### config.mk
export PLATFORM = sky130hd
export DESIGN_NAME = hs_link
export DESIGN_NICKNAME = d
export VERILOG_FILES = /design/src/rtl/hs_link_pkg.sv /design/src/rtl/hs_rst_sync.sv /design/src/rtl/hs_sent_flag.sv /design/src/rtl/hs_used_flag.sv /design/src/rtl/hs_word_reg.sv /design/src/rtl/hs_link.sv
export SDC_FILE = /design/constraint.sdc
export NUM_CORES = 1
export LEC_CHECK = 0
export BUFFER_PORTS_ARGS = -buffer_cell sky130_fd_sc_hd__buf_2
export CORE_UTILIZATION = 45
export DETAILED_ROUTE_END_ITERATION = 8
export GPL_ROUTABILITY_DRIVEN = 0
export PLACE_DENSITY = 0.81
export SLEW_MARGIN = 10
export SYNTH_ARGS = -nofsm -noshare
export SYNTH_HDL_FRONTEND = slang
export SYNTH_SLANG_ARGS = --single-unit
### constraint.sdc
create_clock -name clk -period 1.6 [get_ports clk]
set_input_delay 0.16 -clock clk [delete_from_list [all_inputs] [get_ports clk]]
set_output_delay 0.16 -clock clk [all_outputs]
set_load 0.05 [all_outputs]
### src/rtl/hs_link_pkg.sv
package hs_link_pkg;
  // Flags exchanged between the two sides of one link.
  typedef struct packed {
    logic ready;  // word waiting for the receiver
    logic used;   // receiver took the word last cycle
  } link_flags_t;

  localparam int unsigned SYNC_STAGES = 2;
endpackage

### src/rtl/hs_rst_sync.sv
module hs_rst_sync #(
  parameter int unsigned STAGES = 2
) (
  input  logic clk,
  input  logic arst_n,
  output logic rst_n
);
  logic [STAGES-1:0] sync_q;
  logic [STAGES-1:0] sync_d;

  always_comb begin
    sync_d = {sync_q[STAGES-2:0], 1'b1};
  end

  always_ff @(posedge clk or negedge arst_n) begin
    if (!arst_n) sync_q <= '0;
    else         sync_q <= sync_d;
  end

  assign rst_n = sync_q[STAGES-1];
endmodule

### src/rtl/hs_sent_flag.sv
module hs_sent_flag (
  input  logic clk,
  input  logic rst_n,
  input  logic set_i,   // write accepted
  input  logic clr_i,   // fetch completed
  output logic q_o
);
  logic q_d;

  always_comb begin
    q_d = q_o;
    if (set_i)      q_d = 1'b1;
    else if (clr_i) q_d = 1'b0;
  end

  always_ff @(posedge clk or negedge rst_n) begin
    if (!rst_n) q_o <= 1'b0;
    else        q_o <= q_d;
  end

  // Set and clear never coincide: a write needs the flag low, a fetch needs it high.
  p_set_clr_excl_r6: assert property (@(posedge clk) disable iff (!rst_n)
    !(set_i && clr_i));
endmodule

### src/rtl/hs_used_flag.sv
module hs_used_flag (
  input  logic clk,
  input  logic rst_n,
  input  logic take_i,  // fetch completed this cycle
  output logic q_o
);
  logic q_d;

  always_comb begin
    q_d = take_i;
  end

  always_ff @(posedge clk or negedge rst_n) begin
    if (!rst_n) q_o <= 1'b0;
    else        q_o <= q_d;
  end

  // Data-used lasts a single cycle per word.
  p_used_pulse_r5: assert property (@(posedge clk) disable iff (!rst_n)
    q_o |=> !q_o);
endmodule

### src/rtl/hs_word_reg.sv
module hs_word_reg #(
  parameter int unsigned DATA_W = 16
) (
  input  logic              clk,
  input  logic              rst_n,
  input  logic              load_i,
  input  logic [DATA_W-1:0] d_i,
  output logic [DATA_W-1:0] q_o
);
  logic [DATA_W-1:0] q_d;

  always_comb begin
    q_d = load_i ? d_i : q_o;
  end

  always_ff @(posedge clk or negedge rst_n) begin
    if (!rst_n) q_o <= '0;
    else        q_o <= q_d;
  end
endmodule

### src/rtl/hs_link.sv
module hs_link #(
  parameter int unsigned DATA_W = 16
) (
  input  logic              clk,
  input  logic              arst_n,
  input  logic              snd_valid,
  input  logic [DATA_W-1:0] snd_data,
  output logic              snd_busy,
  input  logic              rcv_consume,
  output logic              rcv_ready,
  output logic [DATA_W-1:0] rcv_data,
  output logic              rcv_wait
);
  import hs_link_pkg::*;

  logic        rst_n;
  logic        wr_accept;
  logic        rd_take;
  link_flags_t flags;

  hs_rst_sync #(.STAGES(SYNC_STAGES)) u_rst (
    .clk    (clk),
    .arst_n (arst_n),
    .rst_n  (rst_n)
  );

  // Sender may write only when the buffer is empty and not in the data-used cycle.
  assign snd_busy  = flags.ready | flags.used;
  assign wr_accept = snd_valid & ~snd_busy;
  assign rd_take   = rcv_consume & flags.ready;

  hs_sent_flag u_sent (
    .clk   (clk),
    .rst_n (rst_n),
    .set_i (wr_accept),
    .clr_i (rd_take),
    .q_o   (flags.ready)
  );

  hs_used_flag u_used (
    .clk    (clk),
    .rst_n  (rst_n),
    .take_i (rd_take),
    .q_o    (flags.used)
  );

  hs_word_reg #(.DATA_W(DATA_W)) u_word (
    .clk    (clk),
    .rst_n  (rst_n),
    .load_i (wr_accept),
    .d_i    (snd_data),
    .q_o    (rcv_data)
  );

  assign rcv_ready = flags.ready;
  assign rcv_wait  = rcv_consume & ~flags.ready;

  // an accepted write shows up as data-ready with the written word.
  p_write_lands_r2: assert property (@(posedge clk) disable iff (!rst_n)
    (snd_valid && !snd_busy) |=> (rcv_ready && rcv_data == $past(snd_data)));

  // a waiting word is neither replaced nor lost until fetched.
  p_no_overwrite_r3: assert property (@(posedge clk) disable iff (!rst_n)
    (rcv_ready && !rcv_consume) |=> (rcv_ready && $stable(rcv_data)));

  // fetching from an empty buffer with no write does not create data.
  p_empty_fetch_r4: assert property (@(posedge clk) disable iff (!rst_n)
    (!rcv_ready && !(snd_valid && !snd_busy)) |=> !rcv_ready);

  // a completed fetch empties the buffer and blocks the sender for one cycle.
  p_take_then_used_r5: assert property (@(posedge clk) disable iff (!rst_n)
    (rcv_consume && rcv_ready) |=> (!rcv_ready && snd_busy));

  // data-ready never rises straight out of a fetch cycle.
  p_no_same_cycle_r6: assert property (@(posedge clk) disable iff (!rst_n)
    (rcv_consume && rcv_ready) |=> ##1 !$rose(rcv_ready));
endmodule

==> results of run 1 <==
==> worst min-delay path by stage <==
| stage | start | cells after the start | slack, ns | endpoint |
|---|---|---|---|---|
| global route | snd_data[11] | 2 | 0.07 | u_word.q_o[11] |
| global placement | arst_n | 1 | -0.06 | u_rst.sync_q[0] |
| floorplan | arst_n | 0 | -0.14 | u_rst.sync_q[0] |
| detailed placement | arst_n | 1 | -0.05 | u_rst.sync_q[0] |
| CTS | snd_data[11] | 2 | 0.09 | u_word.q_o[11] |
| finish | snd_data[11] | 2 | 0.09 | u_word.q_o[11] |
==> state kept, by name (all words and copies together) (netlist names) <==
register,cells
u_word.q_o,16
u_rst.sync_q,2
u_used.q_o,1
u_sent.q_o,1
==> worst reg2reg max path, stage by stage (launching register included) <==
cell and delay [ns]:
dfrtp_2 0.46, nor3b_4 0.29, buf_4 0.22, mux2_2 0.34
==> cell families after synthesis <==
kind of cell           Yosys count  synth area share (%)
muxes                           16                 24.08
DFF                             20                 66.89
other                            1                0.5012
AOI/OAI and AO/OA                1                 1.171
and+or+nand+nor                  4                 4.850
buffers and inverters            2                 2.507
==> metrics by stage <==
| stage | hold WS, ns | std cells | setup WS [ns] |
|---|---|---|---|
| finish | 0.09186 | 104 | 0.1910 |
| global route | 0.07392 | 104 | 0.1271 |
| CTS | 0.08721 | 104 | 0.1720 |
| detailed placement | -0.05471 | 99 | 0.1956 |
| global placement | -0.05506 | 99 | 0.2453 |
| floorplan | -0.1356 | 44 | 0.06547 |
==> power by group through the flow <==
stage | registers [mW] | logic (mW) | clock network (mW)
after floorplan | 1.26 | 0.224 | 0
after global placement | 0.746 | 0.941 | 0
after detailed placement | 0.750 | 0.948 | 0
after CTS | 0.738 | 0.951 | 0.408
after global routing | 0.760 | 0.975 | 0.429
final | 0.733 | 0.943 | 0.399
==> cell usage in the layout (no fill, tap or decap) <==
master         synthesis  routed
a21o_2                 1       1
dfrtp_2                0       1
buf_2                  0      38
and2_2                 1       1
clkbuf_4               0       3
nor2_1                 1       1
dlygate4sd3_1          0       1
inv_1                  1       1
nor3b_4                1       1
buf_4                  0       2
conb_1                 1       1
mux2_2                16      16
dfrtp_1               20      19
or2_2                  1       1
bufinv_16              0       1
==> metal layers <==
metal / vias to the layer above / track usage, % / routed length [µm]
met5: - / 0 / 0
met4: 0 / 5.625 / 0
met3: 0 / 3.830 / 46
met2: 14 / 19.39 / 566
met1: 238 / 19.71 / 527
li1: 235 / - / -
==> cell type report <==
class / instances / area [µm²]
flip-flops and latches: 20 / 501.7
fillers: 119 / 501.7
multi-input cells: 22 / 229.0
repair buffers: 41 / 215.2
clock inverters: 1 / 30.03
clock buffers: 3 / 22.52
well taps: 16 / 20.02
inverters: 1 / 3.754
==> reports/summary.txt, run 1 <==
DIE AREA: 0.001830 mm²
Max Freq: 709.7 MHz
Fin Clk Skew: 0.007673 ns
Sequential area share after synthesis: 66.89%
Synth top area share: 66.89%
Worst-path fanout max: 7
Max incr delay on CP: 0.46 ns
Primary FF master, synth: dfrtp_1
Synth top cells by count: 20 x dfrtp_1, 16 x mux2_2
Core Region: 0.001524 mm²
Share of cells above drive strength 1: 73.86%
Skew-Pair Late Insertion Delay: 0.29 ns
Part of the power in combinational logic: 45.4%
GRT Util Overall: 13.67%
Area leader, netlist: dfrtp_1
RSZ-0062 raised after global routing: no
Effective utilization at floorplan: 49.10%
Termination of the worst setup path: u_word.q_o[3]
Non-Filler Cell Area, Final: 0.001022 mm²
Crit end category: flop
Pre-antenna DRT Iters: 1
Final Routed Wirelength: 1140 µm
Max-Slew Margin vs Limit: 55.22%
H-Tree Depth: 1
Ys Warns: 0
Core Util, Final: 67.08%
Slew @ Worst Pin: 0.6718 ns
Hold Fails Final Rpt: 0
GR Overflow Total: 0
Synthesized instance count: 44
DP HPWL: 915.1 µm
Post-route ant nets: 0
Vias in the first global route: 418
Sw power: 903.4 µW
Tcrit/Tclk final: 88.06%
DIE WIDTH: 42.78 µm
Num CTS Buffers: 3
Clock Path Buffers: 2
Via density: 4.683
Max_cap viols: 0
Worst reg2reg path depth: 3
Int Power: 1.172 mW
Setup CP Type: reg2reg
CP Buf/Inv Count: 1
Critical Path Stages: 3
Initial DRC Count: 0
Critical Path RT: 1.78 ns
Syn Nets: 64
Power per standard cell area: 2030 mW/mm²
Post-layout minimum cycle time: 1.409 ns
FF+latch count, synth: 20
Reg-to-reg endpoint: u_word.q_o[3]
Postcts setup bufs: 0
Status: completed
Crit. Startpoint: u_sent.q_o
FF-to-FF setup slack: 0.19 ns
Clock Sinks: 20
Leakage power figure: 0.5162 nW
Worst-path clk slew: 0.11 ns
Antenna diode count: 0
Num rows: 14
Vias: 487
Most common cell in the netlist: dfrtp_1
I/O Pins: 39
Syn_area_per_cell: 17.00 µm²
Slowest stage cell, crit path: dfrtp_2
Synth area leaders: dfrtp_1 67%, mux2_2 24%, nor3b_4 2.5%, buf_8 2.0%, a21o_2 1.2%
Average wire per standard cell: 10.96 µm
EDFF count, synth: 0
Post-CTS Hold Buffers: 1
Top cell family by delay on the critical path: flip-flops
HP Class: in2reg
Synth Cell Area: 748.2 µm²
Placed instance area: 959.7 µm²
Largest net degree at the start of global routing: 19
Clock power share: 19.2%
Critical Path AT: 1.59 ns
Sw Ratio: 43.54%
Count of buffers from port buffering: 38
Residual DRC: 0
CTS tree: done
Slew Viols, Final: 0
Peak VDD IR: 1.611 mV
Distinct cells, synth: 10
Post-cts sizing count: 0
First-pass GRT wire length: 1835 µm
Synthesis-to-layout area growth: 36.62%
Crit-path cells: nor3b_4, buf_4, mux2_2
R2R Path Start: u_sent.q_o
Die Y: 42.78 µm
Reg power frac: 35.3%
Overall power: 2.075 mW
Layout Nets: 109
Root buffer cell: clkbuf_4
Ys async rst share: 100.0%
Initial antenna violation count: 0
Setup crit start kind: flop
Setup TNS: 0 ns
Setup Viol. Count Final: 0
No activity file was read; power rests on OpenSTA's default activity.
==> run 2: changes to the inputs <==
--- a/config.mk
+++ b/config.mk
@@ -5,11 +5,13 @@
 export SDC_FILE = /design/constraint.sdc
 export NUM_CORES = 1
 export LEC_CHECK = 0
+export ABC_AREA = 1
+export ABC_CLOCK_PERIOD_IN_PS = 1600
 export BUFFER_PORTS_ARGS = -buffer_cell sky130_fd_sc_hd__buf_2
 export CORE_UTILIZATION = 45
 export DETAILED_ROUTE_END_ITERATION = 8
 export GPL_ROUTABILITY_DRIVEN = 0
-export PLACE_DENSITY = 0.81
+export PLACE_DENSITY = 0.8
 export SLEW_MARGIN = 10
 export SYNTH_ARGS = -nofsm -noshare
 export SYNTH_HDL_FRONTEND = slang
==> reports/summary.txt, run 2 <==
Hold Fails Final Rpt: 0 (unchanged)
Vias in the first global route: 584 (+40%)
Antenna diode count: 0 (unchanged)
Core Region: 0.001559 mm² (+2.3%)
FF+latch count, synth: 20 (unchanged)
Tcrit/Tclk final: 86.67% (-1.4 points)
Skew-Pair Late Insertion Delay: 0.29 ns (about the same)
First-pass GRT wire length: 2518 µm (+37%)
Synth top cells by count: 35 x nand2_1, 20 x dfrtp_1, 16 x nand3_1
Critical Path RT: 1.44 ns (-0.34 ns)
DIE WIDTH: 43.69 µm (+2.1%)
Setup CP Type: reg2out
Residual DRC: 2 (+2)
Global Route met3 Usage: 3.333% (-0.50 points)
EDFF count, synth: 0 (unchanged)
Setup TNS: 0 ns (unchanged)
Commonest non-fill, non-tap cell in the layout: buf_2
Root buffer cell: clkbuf_4
Post-route ant nets: 0 (unchanged)
H-Tree Depth: 1 (unchanged)
Average wire per standard cell: 11.90 µm (+8.6%)
Most common cell in the netlist: nand2_1
HP Class: in2reg
Largest net degree at the start of global routing: 19 (unchanged)
Final hold slack: 0.06206 ns (-0.02980 ns)
Effective utilization at floorplan: 50.16% (+1.1 points)
Fin Clk Skew: 0.002373 ns (-0.005300 ns)
Met1 Use GR: 25.41% (+5.7 points)
Post-cts sizing count: 0 (unchanged)
Final Routed Wirelength: 1702 µm (+49%)
Post-layout minimum cycle time: 1.387 ns (-0.02223 ns)
Max Freq: 721.1 MHz (+1.6%)
Met2 GRT Util: 25.97% (+6.6 points)
Sequential area share after synthesis: 64.00% (-2.9 points)
Peak VDD IR: 0.8487 mV (-47%)
Failing checks: design-rule violations
Worst-path fanout max: 9 (+2)
I/O Pins: 39 (unchanged)
Slew Viols, Final: 0 (unchanged)
Ys async rst share: 100.0% (unchanged)
Synth area leaders: dfrtp_1 64%, nand2_1 17%, nand3_1 10%, buf_6 1.4%, inv_1 1.4%
Synthesized instance count: 82 (+86%)
Crit end category: primary output
RSZ-0062 raised after global routing: no
Critical Path AT: 1.23 ns (-0.36 ns)
CTS tree: done
Worst-path clk slew: 0.10 ns (about the same)
Initial antenna violation count: 0 (unchanged)
Vias: 690 (+42%)
Initial DRC Count: 20 (+20)
Distinct cells, synth: 11 (+1)
Leakage power figure: 0.6345 nW (+23%)
Pre-antenna DRT Iters: 6 (+5)
Clock Sinks: 20 (unchanged)
Synth Cell Area: 782.0 µm² (+4.5%)
Clock Path Buffers: 2 (unchanged)
Via density: 4.825 (+3.0%)
Synth top area share: 64.00% (-2.9 points)
Layout Nets: 149 (+37%)
Most flops, register: u_word.q_o
GR Overflow Total: 0 (unchanged)
Layer with the highest usage: met2
Max_cap viols: 0 (unchanged)
Max-Slew Margin vs Limit: 52.33% (-2.9 points)
Die Y: 43.69 µm (+2.1%)
Syn Nets: 102 (+59%)
Area leader, netlist: dfrtp_1
Status: complete, but fails checks
Commonest cells after routing, fill and taps aside: 38 x buf_2, 35 x nand2_1, 20 x dfrtp_1
Setup Viol. Count Final: 0 (unchanged)
DP HPWL: 1114 µm (+22%)
Largest regs: u_word.q_o (16), u_rst.sync_q (2)
Power per standard cell area: 1830 mW/mm² (-9.8%)
Setup crit start kind: flop
GRT Util Overall: 18.40% (+4.7 points)
DIE AREA: 0.001908 mm² (+4.3%)
Count of buffers from port buffering: 38 (unchanged)
Fillcell total: 138 (+16%)
Num CTS Buffers: 3 (unchanged)
Syn_area_per_cell: 9.537 µm² (-44%)
Max FFs per register: 16 (unchanged)
Slew @ Worst Pin: 0.7151 ns (+0.04332 ns)
Ys Warns: 0 (unchanged)
Num rows: 14 (unchanged)
Primary FF master, synth: dfrtp_1
Share of cells above drive strength 1: 39.37% (-34 points)
Synthesis-to-layout area growth: 34.08%
-- run 2: cell types whose count changed after synthesis, moves of 2 or more --
cell | previous run | this run
nand3_1 | 0 | 16
nand2_1 | 0 | 35
buf_2 | 0 | 2
mux2_2 | 16 | 0
inv_1 | 1 | 3
-- run 2: worst max-delay path, cell delays in order (launching register included) --
cell and delay, ns:
dfrtp_1 0.45, nor2_4 0.20, inv_1 0.07, buf_2 0.21
-- run 2: worst paths after layout --
path	start	endpoint	slack (ns)	cells after the start
max	u_sent.q_o	snd_busy	0.21	3
min	rcv_consume	u_used.q_o	0.06	3
max reg2reg	u_sent.q_o	u_word.q_o[6]	0.41	5
min reg2reg	u_rst.sync_q[1]	u_word.q_o[6]	0.30	0
max in group asynchronous	u_rst.sync_q[1]	u_word.q_o[13]	0.85	0
min in group asynchronous	arst_n	u_rst.sync_q[0]	0.17	2
-- run 2: area by class of cell --
cell class              instances  area (µm²)  share of cell area (%)
flip-flops and latches         20       500.5                   47.73
repair buffers                 46       252.7                   24.10
multi-input cells              55       241.5                   23.03
clock buffers                   3       22.52                   2.148
well taps                      16       20.02                   1.909
inverters                       3       11.26                   1.074
-- run 2: timing repair --
item | CTS | global route
buffers inserted | 0 | 7
endpoints found under the hold margin | 2 | 0
hold buffers | 1 | 0
setup endpoints to repair | 0 | 1
-- run 2: metal layers --
layer / part of all wire [%] / wire [µm]
met3: 5.7 / 97
met1: 42 / 707
met2: 52 / 882
met5: 0 / 0
met4: 0.88 / 15
-- run 2: cells by family (layout without fill, tap and decap cells) --
family,count (synthesis),in the layout,synth area share (%)
buf+inv,7,52,5.120
simple gates,54,54,30.40
other cells,1,1,0.4795
flops,20,20,64.00
-- run 2: through the flow --
step           cell area (µm²)  cells  util, %  worst slack (ns)  total power, mW
2_1_floorplan            782.0     82        -           0.09480            1.432
3_3_place_gp             963.4    132    61.80            0.3723            1.618
3_5_place_dp             963.4    132    61.80            0.3170            1.631
4_1_cts                  996.0    136    63.88           0.02115            1.863
5_1_grt                   1049    143    67.26            0.1685            2.021
6_report                  1049    143    67.26            0.2132            1.919
-- run 2: power breakdown --
part,leakage [nW],switching [mW],internal (mW)
clock,0.0138,0.143,0.0876
sequential,0.246,0.0859,0.643
combinational,0.374,0.724,0.235
